===== src/rtl/wk_pkg.sv =====
package wk_pkg;
  localparam int REG_TYPE_W = 3;

  typedef enum logic [REG_TYPE_W-1:0] {
    REG_MODE = 3'd0,
    REG_POL  = 3'd1,
    REG_ANY  = 3'd2,
    REG_EN   = 3'd3,
    REG_PEND = 3'd4,
    REG_PCLR = 3'd5,
    REG_RSV6 = 3'd6,
    REG_RSV7 = 3'd7
  } wk_reg_e;
endpackage


===== src/rtl/wk_sync.sv =====
module wk_sync #(
  parameter int W      = 8,
  parameter int STAGES = 2
) (
  input  logic         clk_i,
  input  logic         rst_ni,
  input  logic [W-1:0] d_i,
  output logic [W-1:0] q_o
);
  logic [W-1:0] stage_q [STAGES];

  always_ff @(posedge clk_i or negedge rst_ni) begin
    if (!rst_ni) begin
      for (int i = 0; i < STAGES; i++) stage_q[i] <= '0;
    end else begin
      stage_q[0] <= d_i;
      for (int i = 1; i < STAGES; i++) stage_q[i] <= stage_q[i-1];
    end
  end

  assign q_o = stage_q[STAGES-1];
endmodule


===== src/rtl/wk_group.sv =====
module wk_group
  import wk_pkg::*;
#(
  parameter int W           = 8,
  parameter int SYNC_STAGES = 2
) (
  input  logic         clk_i,
  input  logic         rst_ni,
  input  logic [W-1:0] raw_i,
  input  logic         cfg_we_i,
  input  wk_reg_e      cfg_sel_i,
  input  logic [W-1:0] cfg_data_i,
  input  logic [W-1:0] clr_i,
  output logic [W-1:0] mode_o,
  output logic [W-1:0] pol_o,
  output logic [W-1:0] any_o,
  output logic [W-1:0] en_o,
  output logic [W-1:0] pend_o,
  output logic [W-1:0] hit_o,
  output logic         req_o
);
  logic [W-1:0] sync_s, prev_q;
  logic [W-1:0] mode_q, pol_q, any_q, en_q, pend_q;
  logic [W-1:0] rise, fall, edge_hit, lvl_hit, hit;

  wk_sync #(.W(W), .STAGES(SYNC_STAGES)) u_sync (
    .clk_i (clk_i),
    .rst_ni(rst_ni),
    .d_i   (raw_i),
    .q_o   (sync_s)
  );

  always_ff @(posedge clk_i or negedge rst_ni) begin
    if (!rst_ni) begin
      mode_q <= '0;
      pol_q  <= '0;
      any_q  <= '0;
      en_q   <= '0;
    end else if (cfg_we_i) begin
      unique case (cfg_sel_i)
        REG_MODE: mode_q <= cfg_data_i;
        REG_POL:  pol_q  <= cfg_data_i;
        REG_ANY:  any_q  <= cfg_data_i;
        REG_EN:   en_q   <= cfg_data_i;
        default: ;
      endcase
    end
  end

  always_comb begin
    rise     = sync_s & ~prev_q;
    fall     = ~sync_s & prev_q;
    edge_hit = (any_q & (rise | fall)) | (~any_q & ((rise & ~pol_q) | (fall & pol_q)));
    lvl_hit  = sync_s ^ pol_q;
    hit      = en_q & ((mode_q & lvl_hit) | (~mode_q & edge_hit));
  end

  // set has priority over clear
  always_ff @(posedge clk_i or negedge rst_ni) begin
    if (!rst_ni) begin
      prev_q <= '0;
      pend_q <= '0;
    end else begin
      prev_q <= sync_s;
      pend_q <= (pend_q & ~clr_i) | hit;
    end
  end

  assign mode_o = mode_q;
  assign pol_o  = pol_q;
  assign any_o  = any_q;
  assign en_o   = en_q;
  assign pend_o = pend_q;
  assign hit_o  = hit;
  assign req_o  = |(pend_q & en_q);
endmodule


===== src/rtl/wk_irq_merge.sv =====
module wk_irq_merge #(
  parameter int NUM_GROUPS = 8,
  parameter int NUM_IRQ    = 4,
  parameter int IRQ_SEL_W  = 2,
  parameter logic [NUM_GROUPS*IRQ_SEL_W-1:0] IRQ_MAP = 16'hFF24
) (
  input  logic [NUM_GROUPS-1:0] req_i,
  output logic [NUM_IRQ-1:0]    irq_o
);
  always_comb begin
    irq_o = '0;
    for (int l = 0; l < NUM_IRQ; l++) begin
      for (int g = 0; g < NUM_GROUPS; g++) begin
        if (IRQ_MAP[g*IRQ_SEL_W +: IRQ_SEL_W] == IRQ_SEL_W'(l)) irq_o[l] = irq_o[l] | req_i[g];
      end
    end
  end
endmodule


===== src/rtl/wake_irq_unit.sv =====
module wake_irq_unit
  import wk_pkg::*;
#(
  parameter int NUM_GROUPS  = 8,
  parameter int GROUP_W     = 8,
  parameter int SYNC_STAGES = 2,
  parameter int NUM_IRQ     = 4,
  parameter int IRQ_SEL_W   = 2,
  parameter logic [NUM_GROUPS*IRQ_SEL_W-1:0] IRQ_MAP = 16'hFF24,
  localparam int GRP_IDX_W  = $clog2(NUM_GROUPS),
  localparam int ADDR_W     = GRP_IDX_W + REG_TYPE_W,
  localparam int NUM_INPUTS = NUM_GROUPS * GROUP_W
) (
  input  logic                  clk_i,
  input  logic                  rst_ni,
  input  logic [NUM_INPUTS-1:0] wake_i,
  input  logic                  wr_en_i,
  input  logic [ADDR_W-1:0]     wr_addr_i,
  input  logic [GROUP_W-1:0]    wr_data_i,
  input  logic [ADDR_W-1:0]     rd_addr_i,
  output logic [GROUP_W-1:0]    rd_data_o,
  output logic [NUM_IRQ-1:0]    irq_o
);
  logic [GRP_IDX_W-1:0] wr_grp, rd_grp;
  wk_reg_e              wr_type, rd_type;

  logic [GROUP_W-1:0] mode_q [NUM_GROUPS];
  logic [GROUP_W-1:0] pol_q  [NUM_GROUPS];
  logic [GROUP_W-1:0] any_q  [NUM_GROUPS];
  logic [GROUP_W-1:0] en_q   [NUM_GROUPS];
  logic [GROUP_W-1:0] pend_q [NUM_GROUPS];
  logic [NUM_GROUPS-1:0] grp_req;

  logic [NUM_INPUTS-1:0] pend_flat, en_flat, hit_flat, clr_flat;

  assign wr_grp  = wr_addr_i[ADDR_W-1:REG_TYPE_W];
  assign wr_type = wk_reg_e'(wr_addr_i[REG_TYPE_W-1:0]);
  assign rd_grp  = rd_addr_i[ADDR_W-1:REG_TYPE_W];
  assign rd_type = wk_reg_e'(rd_addr_i[REG_TYPE_W-1:0]);

  for (genvar g = 0; g < NUM_GROUPS; g++) begin : g_grp
    logic               sel;
    logic [GROUP_W-1:0] clr;
    logic [GROUP_W-1:0] hit;

    assign sel = wr_en_i && (wr_grp == GRP_IDX_W'(g));
    assign clr = (sel && wr_type == REG_PCLR) ? wr_data_i : '0;

    wk_group #(.W(GROUP_W), .SYNC_STAGES(SYNC_STAGES)) u_group (
      .clk_i     (clk_i),
      .rst_ni    (rst_ni),
      .raw_i     (wake_i[g*GROUP_W +: GROUP_W]),
      .cfg_we_i  (sel),
      .cfg_sel_i (wr_type),
      .cfg_data_i(wr_data_i),
      .clr_i     (clr),
      .mode_o    (mode_q[g]),
      .pol_o     (pol_q[g]),
      .any_o     (any_q[g]),
      .en_o      (en_q[g]),
      .pend_o    (pend_q[g]),
      .hit_o     (hit),
      .req_o     (grp_req[g])
    );

    assign pend_flat[g*GROUP_W +: GROUP_W] = pend_q[g];
    assign en_flat[g*GROUP_W +: GROUP_W]   = en_q[g];
    assign hit_flat[g*GROUP_W +: GROUP_W]  = hit;
    assign clr_flat[g*GROUP_W +: GROUP_W]  = clr;
  end

  always_comb begin
    rd_data_o = '0;
    if (32'(rd_grp) < NUM_GROUPS) begin
      unique case (rd_type)
        REG_MODE: rd_data_o = mode_q[rd_grp];
        REG_POL:  rd_data_o = pol_q[rd_grp];
        REG_ANY:  rd_data_o = any_q[rd_grp];
        REG_EN:   rd_data_o = en_q[rd_grp];
        REG_PEND: rd_data_o = pend_q[rd_grp];
        default:  rd_data_o = '0;
      endcase
    end
  end

  wk_irq_merge #(
    .NUM_GROUPS(NUM_GROUPS),
    .NUM_IRQ   (NUM_IRQ),
    .IRQ_SEL_W (IRQ_SEL_W),
    .IRQ_MAP   (IRQ_MAP)
  ) u_merge (
    .req_i(grp_req),
    .irq_o(irq_o)
  );
endmodule


===== config.mk =====
export PLATFORM = sky130hd
export DESIGN_NAME = wake_irq_unit
export DESIGN_NICKNAME = d
export VERILOG_FILES = /design/src/rtl/wk_pkg.sv /design/src/rtl/wk_sync.sv /design/src/rtl/wk_group.sv /design/src/rtl/wk_irq_merge.sv /design/src/rtl/wake_irq_unit.sv
export SDC_FILE = /design/constraint.sdc
export NUM_CORES = 1
export LEC_CHECK = 0
export BUFFER_PORTS_ARGS = -buffer_cell sky130_fd_sc_hd__buf_4
export CAP_MARGIN = 20
export CELL_PAD_IN_SITES_DETAIL_PLACEMENT = 2
export CELL_PAD_IN_SITES_GLOBAL_PLACEMENT = 2
export CORE_ASPECT_RATIO = 1.5
export CORE_MARGIN = 3
export CORE_UTILIZATION = 30
export CTS_BUF_LIST = sky130_fd_sc_hd__clkbuf_8
export DETAILED_ROUTE_END_ITERATION = 8
export PLACE_DENSITY = 0.59
export REMOVE_ABC_BUFFERS = 1
export SETUP_SLACK_MARGIN = 0.4
export SLEW_MARGIN = 25
export SYNTH_ARGS = -nofsm -noshare
export SYNTH_HDL_FRONTEND = slang
export SYNTH_HIERARCHICAL = 1
export SYNTH_SLANG_ARGS = --single-unit

===== constraint.sdc =====
create_clock -name clk_i -period 4.28 [get_ports clk_i]
set_input_delay 0.856 -clock clk_i [delete_from_list [all_inputs] [get_ports clk_i]]
set_output_delay 0.856 -clock clk_i [all_outputs]
set_load 0.05 [all_outputs]

# --- Word-level counts from Yosys, hierarchy flattened ---
# Cells that the tools add are included.
totals:
  romBits: 0
  ramBits: 0
  regBits: 512
  in_bits: 87
  n_memories: 0
  latchBits: 0
op_classes:
  n_bitwise: 189
  n_lt_le_gt_ge: 1
  shifts: 0
  eq_ne: 15
  div: 0
  add_sub_neg: 0
  n_reduce_logical: 59
  muxes: 24
  mul: 0
op_table:
  columns: ["cell", "count"]
  rows:
  - ["$and 8x8->8", 88]
  - ["$not 8->8", 48]
  - ["$or 8x8->8", 40]
  - ["$mux 8", 18]
  - ["$bmux 8 s3", 5]
  - ["$reduce_and 2->1", 32]
  - ["$reduce_or 8->1", 8]
  - ["$xor 8x8->8", 8]
  - ["$pmux 8 s5", 1]
  - ["$eq 3x2->1 const B", 6]
  - ["$eq 3x3->1 const B", 6]
  - ["$logic_and 1x1->1", 16]
  - ["$eq 3x1->1 const B", 3]
  - ["$logic_not 3->1", 3]
  - ["$ge 4x4->1 const B", 1]
  - ["$not 3->4", 1]
  - ["$or 1x1->1", 4]

# --- Longest topological paths before layout ---
# Gate-level depths: netlist (run 1).
depth:
  word_depth: 10
  mapped_depth: 8
  depth_no_buf: 6

# --- Modules after synthesis ---
# The synthesis (run 1) kept the hierarchy.
by_module_without_submodules:
  columns: ["mod", "area_each_um2", "seq_area_each_um2", "cells_each", "n_inst"]
  rows:
  - ["wk_group", 2453.6, 1201.2, 204, 8]
  - ["wk_sync", 460.4, 400.4, 24, 8]
  - ["wake_irq_unit", 3378.2, 0.0, 348, 1]
  - ["wk_irq_merge", 28.8, 0.0, 4, 1]

# --- Worst setup path after synthesis (run 1) ---
# No wires, ideal clock.
synth_timing:
  path_kind: "input -> output"
  startpoint: "input rd_addr_i[4]"
  endpoint: "output rd_data_o[6]"
  n_path_buf: 4
  slack_ns: 0.796
  path_stages: 7
  required_ns: 3.424
  arrival_time_ns: 2.628
  path_cell_list: "buf_2 buf_2 buf_2 buf_4 mux4_1 mux2i_1 o211ai_1"
synth_between:
  elab_chain_len: 5
  word_cells_on_any_way: 17
  classes_between: "mux: 16; bitwise: 1"
synth_rtl:
  columns: ["item", "line", "source"]
  rows:
  - ["start: declaration", "wake_irq_unit.sv:20", "input logic [ADDR_W-1:0] rd_addr_i,"]
  - ["$not 3->4 (implied by the code) *", null, null]
  - ["$bmux 8 s3 (on tied branches)", null, null]
  - ["$mux 8 (on tied branches) (2 in a row)", null, null]
  - ["$pmux 8 s5 *", "wake_irq_unit.sv:75", "unique case (rd_type)"]
  - ["end: declaration", "wake_irq_unit.sv:21", "output logic [GROUP_W-1:0] rd_data_o,"]
# Every way passes the cells marked *; elsewhere a longest branch is shown, timed or not. The select of a mux whose other input is x is not followed.

# --- Worst setup path after layout (run 1) ---
layout_timing:
  startpoint: "input rd_addr_i[4]"
  endpoint: "output rd_data_o[5]"
# Same word-level chain as after synthesis.

==> reports/metrics.cfg, run 1 <==
[status]
outcome=finished clean

[worst_setup_path]
path_class=input port to output port
cp.required_ns=3.42
start_kind=input port
crit_arrival_ns=2.91
cp-end-kind=output port
cp_max_fo=31

[layout]
multi_input_area_sq_um=12000
fillers=9164
seqCellArea_sq_um=12800
drive_above_1_share_pct=25.0
num-nets-final=2430
areaGrowthSynthToFinish_pct=13.0

[cts]
clkSlewWorstSetupHoldPaths_ns=0.06
root_buffer=clkbuf_8
cts_made_buffers=90
cts_tree=built
htreeDepth=3
clkSinkCount=512
worstSkewPairLatency_ns=0.72
post_cts_buffers=0
clockBufferDepth=3

[timing]
slew_viol_final=0
fin_crit_sh_pct=88.0
tightestPinTransition_ns=1.06
finalSetupViolCount=0
rsz0062_at_grt=no
period_needed_ns=3.77
hold-worst-slack_ns=0.191
hold_violations=0
max-slew-margin-rel_pct=29.1
fmax_ghz=0.266
clock_skew_ns=0.0347
fin_setup_tns_ns=0

[global_routing]
grt_pass1_wl_microns=133000
antenna_found_initial=4
grt_use_total_pct=19.5
grt_pass1_vias=20100
grt_max_degree=97
grt-ovfl-total=0

[die]
core_sq_um=86900
rows=132
start_util_pct=30.5
ios=99
die_w_microns=249
die_area_sq_um=91900
die_h_microns=370

[route]
wl_per_cell_microns=26.0
drt_iter0_markers=770
first_pass_iters=5
drt-vias-per-instance=5.06
vias=17300
ant_nets=0
drc=0
wirelength_microns=89100

[min_path]
hp-class=input port to asynchronous set/reset pin

[synth]
syn_area_per_cell_sq_um=12.5
syn_inst=2112
yosys_warnings=6
syn_area_sq_um=26500

[power]
leakagePower_nw=14.0
powerDensity_nw_per_um2=424
irDropWorstVdd_v=0.000198

[placed_design]
gp_congestion=0.865
portBuffers=98
hpwl_microns=66700

[run]
cap_viol_max_count=0

## layout make-up
type | instances | share of cell area, %
multi-input cells | 1287 | 40.1
diodes | 3 | 0.0251
clock buffers | 114 | 5.25
well taps | 1139 | 4.76
repair buffers | 132 | 3.79
inverters | 192 | 2.41
clock inverters | 48 | 0.837
flip-flops and latches | 512 | 42.8
## layout by cell type (no fill, tap or decap), types with 9 or more instances in the layout
| master | instances |
|---|---|
| a22oi_1 | 54 |
| and2_1 | 65 |
| and4bb_1 | 16 |
| buf_12 | 9 |
| buf_4 | 117 |
| clkbuf_8 | 115 |
| clkinv_2 | 10 |
| dfrtp_1 | 512 |
| ha_1 | 128 |
| inv_1 | 221 |
| mux2_2 | 129 |
| mux2_4 | 128 |
| mux2i_1 | 87 |
| mux4_1 | 37 |
| mux4_2 | 11 |
| nand2_1 | 149 |
| nand2b_1 | 67 |
| nand3_1 | 129 |
| nand4_1 | 13 |
| nor2_1 | 19 |
| o2111ai_1 | 64 |
| o21ai_0 | 53 |
| o21ai_2 | 16 |
| xor2_1 | 64 |
## what timing repair did
item / CTS / global route
gates resized for setup: 1 / 1
hold buffers: 0 / 0
endpoints found under the setup margin: 5 / 2
## per-stage QoR
stage | total power [mW] | worst slack, ns | instances | area [sq um] | util [%]
3_3_place_gp | 8.07 | 0.326 | 3259 | 28000 | 32.3
6_report | 12.7 | 0.515 | 3427 | 29900 | 34.4
3_5_place_dp | 8.17 | 0.298 | 3262 | 28100 | 32.3
2_1_floorplan | 7.00 | 1.07 | 1991 | 25500 | -
4_1_cts | 13.0 | 0.497 | 3424 | 29900 | 34.4
5_1_grt | 13.4 | 0.428 | 3426 | 29900 | 34.4
## layer usage
metal	vias to the layer above	routed length [microns]	GRT usage [%]
met4	0	4390	9.18
met2	345	49600	37.9
li1	7598	-	-
met3	175	2630	2.76
met5	-	0	0
met1	9226	32400	20.4
## worst max-delay path: stages
cell and delay, ns:
buf_6 0.39, buf_12 0.28, mux2i_1 0.29, a22oi_1 0.13, nand4_1 0.10, o21ai_0 0.07, or3_1 0.47, buf_4 0.23
## path summary, 6_finish.rpt
kind / slack (ns) / to / start / depth (start not counted)
hold reg to reg: 0.33 / g_grp[7].u_group/u_sync/q_o[1] / g_grp[7].u_group/u_sync/stage_q[9] / 0
setup / recovery: 0.51 / rd_data_o[5] / rd_addr_i[4] / 8
min in group clk_i: 0.24 / g_grp[6].u_group/u_sync/stage_q[15] / wake_i[55] / 1
max in group asynchronous: 3.08 / g_grp[4].u_group/any_o[1] / rst_ni / 2
hold / removal: 0.19 / g_grp[0].u_group/u_sync/stage_q[15] / rst_ni / 1
setup reg to reg: 2.79 / g_grp[6].u_group/pend_o[1] / g_grp[6].u_group/u_sync/q_o[1] / 5
## sequential cells by signal, indices dropped and copies added (netlist names)
signal,flops
g_grp.u_group/u_sync/stage_q,64
g_grp.u_group/prev_q,64
g_grp.u_group/pol_o,64
g_grp.u_group/en_o,64
g_grp.u_group/any_o,64
g_grp.u_group/u_sync/q_o,64
g_grp.u_group/pend_o,64
g_grp.u_group/mode_o,64
## power by group
group | leakage, nW | switching (mW) | internal (mW)
combinational | 6.96 | 0.919 | 0.914
clock | 1.03 | 2.17 | 2.45
sequential | 6.05 | 0.849 | 5.37
(Power assumes the default switching activity.)
==> run 2, diff against run 1 <==
CORE_UTILIZATION = 49   (was 30)
PLACE_DENSITY = 0.88   (was 0.59)
==> run 2 against run 1 <==
Against the previous run: worst setup slack lost 0.099 ns; first-iteration DRC count grew 95%; core utilization grew 21 points; final area shrank 2.2%; non-clock buffer count grew 3; register-to-register slack lost 0.27 ns; clock-buffer cell count shrank 9; clock power is essentially flat; die area shrank 38%; sequential cell count is the same; combinational power grew 16%; maximum frequency shrank 2.6%; highest routed layer is now met5.
==> reports/metrics.cfg, run 2 (synthesized netlist as in run 1, its figures left out) <==
[power]
p_int_mw=8.62  ; -1.2%
irDropWorstVdd_v=0.000274  ; +39%
powerDensity_nw_per_um2=446  ; +5.3%
p_switching_mw=4.42  ; +12%
pwr-share-clk_pct=35.5  ; -1.0 points
switching_share_pct=33.9  ; +2.8 points
report.power.total_mw=13.0  ; +3.0%
p_seq_share_pct=48.2  ; -0.8 points
leakagePower_nw=14.0  ; -0.13%
power_frac_comb_pct=16.3  ; +1.8 points

[placed_design]
dp_slack_ns=0.279  ; -0.0188 ns
dp.cells=2803  ; -14%
portBuffers=98  ; unchanged
hpwl_microns=66400  ; -0.38%
dpl_cell_area_sq_um=27400  ; -2.2%
gp_congestion=0.886  ; +2.4%

[timing]
fin_setup_tns_ns=0  ; unchanged
tightestPinTransition_ns=1.02  ; -0.0429 ns
fmax_ghz=0.259  ; -2.6%
period_needed_ns=3.86  ; +0.0992 ns
fin_crit_sh_pct=90.3  ; +2.3 points
slew_viol_final=0  ; unchanged
hold_violations=0  ; unchanged
max-slew-margin-rel_pct=31.8  ; +2.6 points
hold-worst-slack_ns=0.125  ; -0.0660 ns
rsz0062_at_grt=no
clock_skew_ns=0.0392  ; +0.00455 ns
worst_slack_ns=0.415  ; -0.0992 ns
finalSetupViolCount=0  ; unchanged

[route]
ant_nets=0  ; unchanged
wirelength_microns=109000  ; +23%
vias=19500  ; +13%
drt_iter0_markers=1504  ; +95%
drc=0  ; unchanged
drt-vias-per-instance=6.58  ; +30%
first_pass_iters=5  ; unchanged
wl_per_cell_microns=36.9  ; +42%

[die]
ios=99  ; unchanged
core_sq_um=53100  ; -39%
die_area_sq_um=56900  ; -38%
start_util_pct=49.9  ; +19 points
rows=103  ; -22%
die_h_microns=291  ; -21%
die_w_microns=196  ; -21%

[worst_setup_path]
reg2reg_slack_ns=2.52  ; -0.27 ns
r2r_start=g_grp[0].u_group/u_sync/q_o[1]
cp.required_ns=3.42  ; about the same
crit_arrival_ns=3.01  ; +0.10 ns
cp-end-kind=output port
crit_chain=buf_16 > mux4_1 > mux2i_1 > o22ai_1 > or3_1 > buf_4
path_class=input port to output port
cp_slowest_cell=mux4_1
reg2reg_depth=5  ; unchanged
slowest_delay_ns=0.70  ; +0.23 ns
path_delay_family=multiplexers
critPathLaunch=rd_addr_i[3]
path_buf_inv=2  ; -1
start_kind=input port
cp_max_fo=52  ; +68%
r2r_end=g_grp[0].u_group/pend_o[1]
cp_num_cells=6  ; -2

[layout]
areaGrowthSynthToFinish_pct=10.5
finalInstanceArea_sq_um=29300  ; -2.2%
layout_commonest_cell=dfrtp_1
drive_above_1_share_pct=24.6  ; -0.37 points
fin_util_pct=55.1  ; +21 points
num-nets-final=2427  ; -0.12%
final_cells=2965  ; -13%
layout.cells.most_common_list=dfrtp_1 (512), inv_1 (227), nand2_1 (149), mux2_2 (129), nand3_1 (129)

[min_path]
hp-class=input port to asynchronous set/reset pin

[run]
cap_viol_max_count=0  ; unchanged

[cts]
worstSkewPairLatency_ns=0.74  ; +0.02 ns
root_buffer=clkbuf_8
post_cts_buffers=0  ; unchanged
clkSinkCount=512  ; unchanged
cts_tree=built
htreeDepth=3  ; unchanged
cts_made_buffers=84  ; -6.7%
clockBufferDepth=3  ; unchanged
clkSlewWorstSetupHoldPaths_ns=0.07  ; about the same

[global_routing]
grt_pass1_wl_microns=153000  ; +14%
grt_use_total_pct=36.3  ; +17 points
grt-ovfl-total=0  ; unchanged
antenna_found_initial=6  ; +2
grt_max_degree=88  ; -9.3%
grt_pass1_vias=22500  ; +11%

[status]
outcome=finished clean

==> run 2: worst max-delay path by stage <==
stage	endpoint	slack, ns
after CTS	rd_data_o[3]	0.41
after global placement	rd_data_o[1]	0.37
after global routing	rd_data_o[3]	0.40
after floorplan	rd_data_o[0]	1.07
final	rd_data_o[3]	0.42
after detailed placement	rd_data_o[1]	0.28
==> run 2: timing repair <==
action	4_1_cts	5_1_grt
endpoints found under the hold margin	0	0
pin swaps	0	1
endpoints found under the setup margin	7	6
resized for setup	3	9
hold buffers	0	0
==> run 2: cell type report <==
cell class	instances	area (sq um)
Antenna cell	4	10.0
Clock buffer	105	1450
Clock inverter	48	260
Fill cell	4940	23800
Inverter	192	721
Multi-Input combinational cell	1287	12000
Sequential cell	512	12800
Tap cell	682	853
Timing Repair Buffer	135	1160
==> run 2: metal layers <==
metal	GRT usage [%]	share of wire, %	wire length (microns)	vias to the layer above
met5	0	0.0064	7	-
met4	29.6	10	11400	2
met3	6.80	5.9	6470	574
met2	63.0	50	54800	1163
met1	37.8	34	36700	10200
li1	-	-	-	7599
==> run 2: worst register-to-register path, cell delays in order (launching register included) <==
cell and delay (ns):
dfrtp_1 0.49, inv_1 0.12, ha_1 0.21, mux2_2 0.27
o2111ai_1 0.25, nand3_1 0.25
==> run 2: power groups by stage <==
stage	Sequential, mW	Clock (mW)	Combinational (mW)
2_1_floorplan	5.81	0	1.19
3_3_place_gp	6.19	0	1.72
4_1_cts	6.22	4.63	2.03
5_1_grt	6.29	4.93	2.24
3_5_place_dp	6.26	0	1.89
6_report	6.29	4.63	2.12
==> run 3, diff against run 2 <==
ABC_AREA = 1   (was not set)
CORE_UTILIZATION = 42   (was 49)
==> run 3 against run 2 <==
Against the previous run: hold slack gained 0.024 ns; die area grew 28%; global-route usage shrank 0.65 points; routed wire length grew 19%; sequential power shrank 3.8%; critical endpoint is now rd_data_o[1].
==> reports/metrics.cfg, run 3 <==
[layout]
final_cells=4775  ; +61%
fin_util_pct=46.8  ; -8.3 points
num-nets-final=4029  ; +66%
fillers=7866  ; +59%
drive_above_1_share_pct=16.9  ; -7.7 points
layout.cells.most_common_list=nand2_1 (1,348), inv_1 (610), dfrtp_1 (512), nor2_1 (327), o21ai_2 (256)
areaGrowthSynthToFinish_pct=9.49
finalInstanceArea_sq_um=32000  ; +9.5%
layout_commonest_cell=nand2_1

[synth]
yosys_warnings=6  ; unchanged
syn_inst=3747  ; +77%
syn_area_per_cell_sq_um=7.81  ; -38%
syn_area_sq_um=29300  ; +11%

[placed_design]
dp_slack_ns=0.599  ; +0.319 ns
portBuffers=98  ; unchanged
gp_congestion=0.935  ; +5.5%
dp.cells=4616  ; +65%
hpwl_microns=84100  ; +27%
dpl_cell_area_sq_um=30200  ; +10%

[timing]
hold-worst-slack_ns=0.148  ; +0.0238 ns
slew_viol_final=0  ; unchanged
period_needed_ns=3.87  ; +0.00876 ns
rsz0062_at_grt=no
hold_violations=0  ; unchanged
fin_setup_tns_ns=0  ; unchanged
clock_skew_ns=0.0268  ; -0.0124 ns
tightestPinTransition_ns=1.00  ; -0.0173 ns
max-slew-margin-rel_pct=33.2  ; +1.4 points
fmax_ghz=0.258  ; -0.23%
worst_slack_ns=0.407  ; -0.00876 ns
finalSetupViolCount=0  ; unchanged
fin_crit_sh_pct=90.5  ; +0.20 points

[die]
ios=99  ; unchanged
die_area_sq_um=73000  ; +28%
die_h_microns=329  ; +13%
rows=117  ; +14%
core_sq_um=68500  ; +29%
die_w_microns=222  ; +13%
start_util_pct=42.7  ; -7.1 points

[route]
drt-vias-per-instance=5.57  ; -15%
first_pass_iters=5  ; unchanged
vias=26600  ; +36%
drc=0  ; unchanged
ant_nets=0  ; unchanged
wl_per_cell_microns=27.2  ; -26%
drt_iter0_markers=1889  ; +26%
wirelength_microns=130000  ; +19%

[global_routing]
grt-ovfl-total=0  ; unchanged
grt_pass1_vias=31100  ; +38%
grt_max_degree=104  ; +18%
grt_pass1_wl_microns=196000  ; +28%
antenna_found_initial=2  ; -4
grt_use_total_pct=35.6  ; -0.65 points

[worst_setup_path]
cp-end-kind=output port
start_kind=input port
path_class=input port to output port
r2r_start=g_grp[6].u_group/u_sync/q_o[1]
cp.required_ns=3.42  ; about the same
cp_max_fo=103  ; +98%
critPathLaunch=rd_addr_i[3]
r2r_end=g_grp[6].u_group/pend_o[1]
reg2reg_slack_ns=2.78  ; +0.26 ns
crit_arrival_ns=3.02  ; about the same
reg2reg_depth=8  ; +3

[cts]
clockBufferDepth=3  ; unchanged
cts_tree=built
ctsHoldBuffers=0  ; unchanged
root_buffer=clkbuf_8
clkSlewWorstSetupHoldPaths_ns=0.06  ; about the same
worstSkewPairLatency_ns=0.74  ; about the same
clkSinkCount=512  ; unchanged
htreeDepth=3  ; unchanged
cts_made_buffers=88  ; +4.8%

[min_path]
hp-class=input port to asynchronous set/reset pin

[power]
irDropWorstVdd_v=0.000254  ; -7.3%
report.power.total_mw=13.6  ; +4.3%
powerDensity_nw_per_um2=425  ; -4.8%
leakagePower_nw=16.8  ; +20%

[status]
outcome=finished clean

[run]
cap_viol_max_count=0  ; unchanged

## run 3: power breakdown
part | switching (mW) | total [mW] | leakage (nW) | internal [mW]
clock | 2.34 | 4.88 | 1.04 | 2.55
sequential | 0.722 | 6.05 | 6.25 | 5.33
combinational | 1.85 | 2.67 | 9.48 | 0.822
## run 3: critical path, stage by stage
cell and delay [ns]:
buf_4 0.14, buf_12 0.36, nor2_1 0.15, nor2_1 0.17, o21ai_0 0.23, nand3_1 0.21, nand3_1 0.09, nand2_1 0.09
inv_1 0.05, nand2_1 0.22, buf_4 0.26
## run 3: routing by layer
layer  track usage, %  part of all wire, %
met1             36.9                   35
met2             63.6                   51
met3             5.59                  5.0
met4             29.3                  9.6
met5                0                    0
## run 3: worst max-delay path by stage
stage | endpoint | slack, ns | depth (start not counted)
floorplan | rd_data_o[0] | 1.04 | 9
global placement | rd_data_o[1] | 0.61 | 11
detailed placement | rd_data_o[1] | 0.60 | 13
CTS | rd_data_o[1] | 0.53 | 13
global route | rd_data_o[1] | 0.40 | 13
finish | rd_data_o[1] | 0.41 | 11
## run 3: final cells by class
class | instances | area [sq um] | share of cell area, %
diodes | 2 | 5.00 | 0.0156
clock buffers | 109 | 1500 | 4.68
clock inverters | 48 | 333 | 1.04
inverters | 612 | 2300 | 7.18
multi-input cells | 2465 | 12800 | 40.0
flip-flops and latches | 512 | 12800 | 40.0
well taps | 892 | 1120 | 3.48
repair buffers | 135 | 1160 | 3.63
## run 3: timing repair
action,in CTS,in global routing
setup endpoints to repair,0,1
gates resized for setup,0,1
buffers inserted,0,0
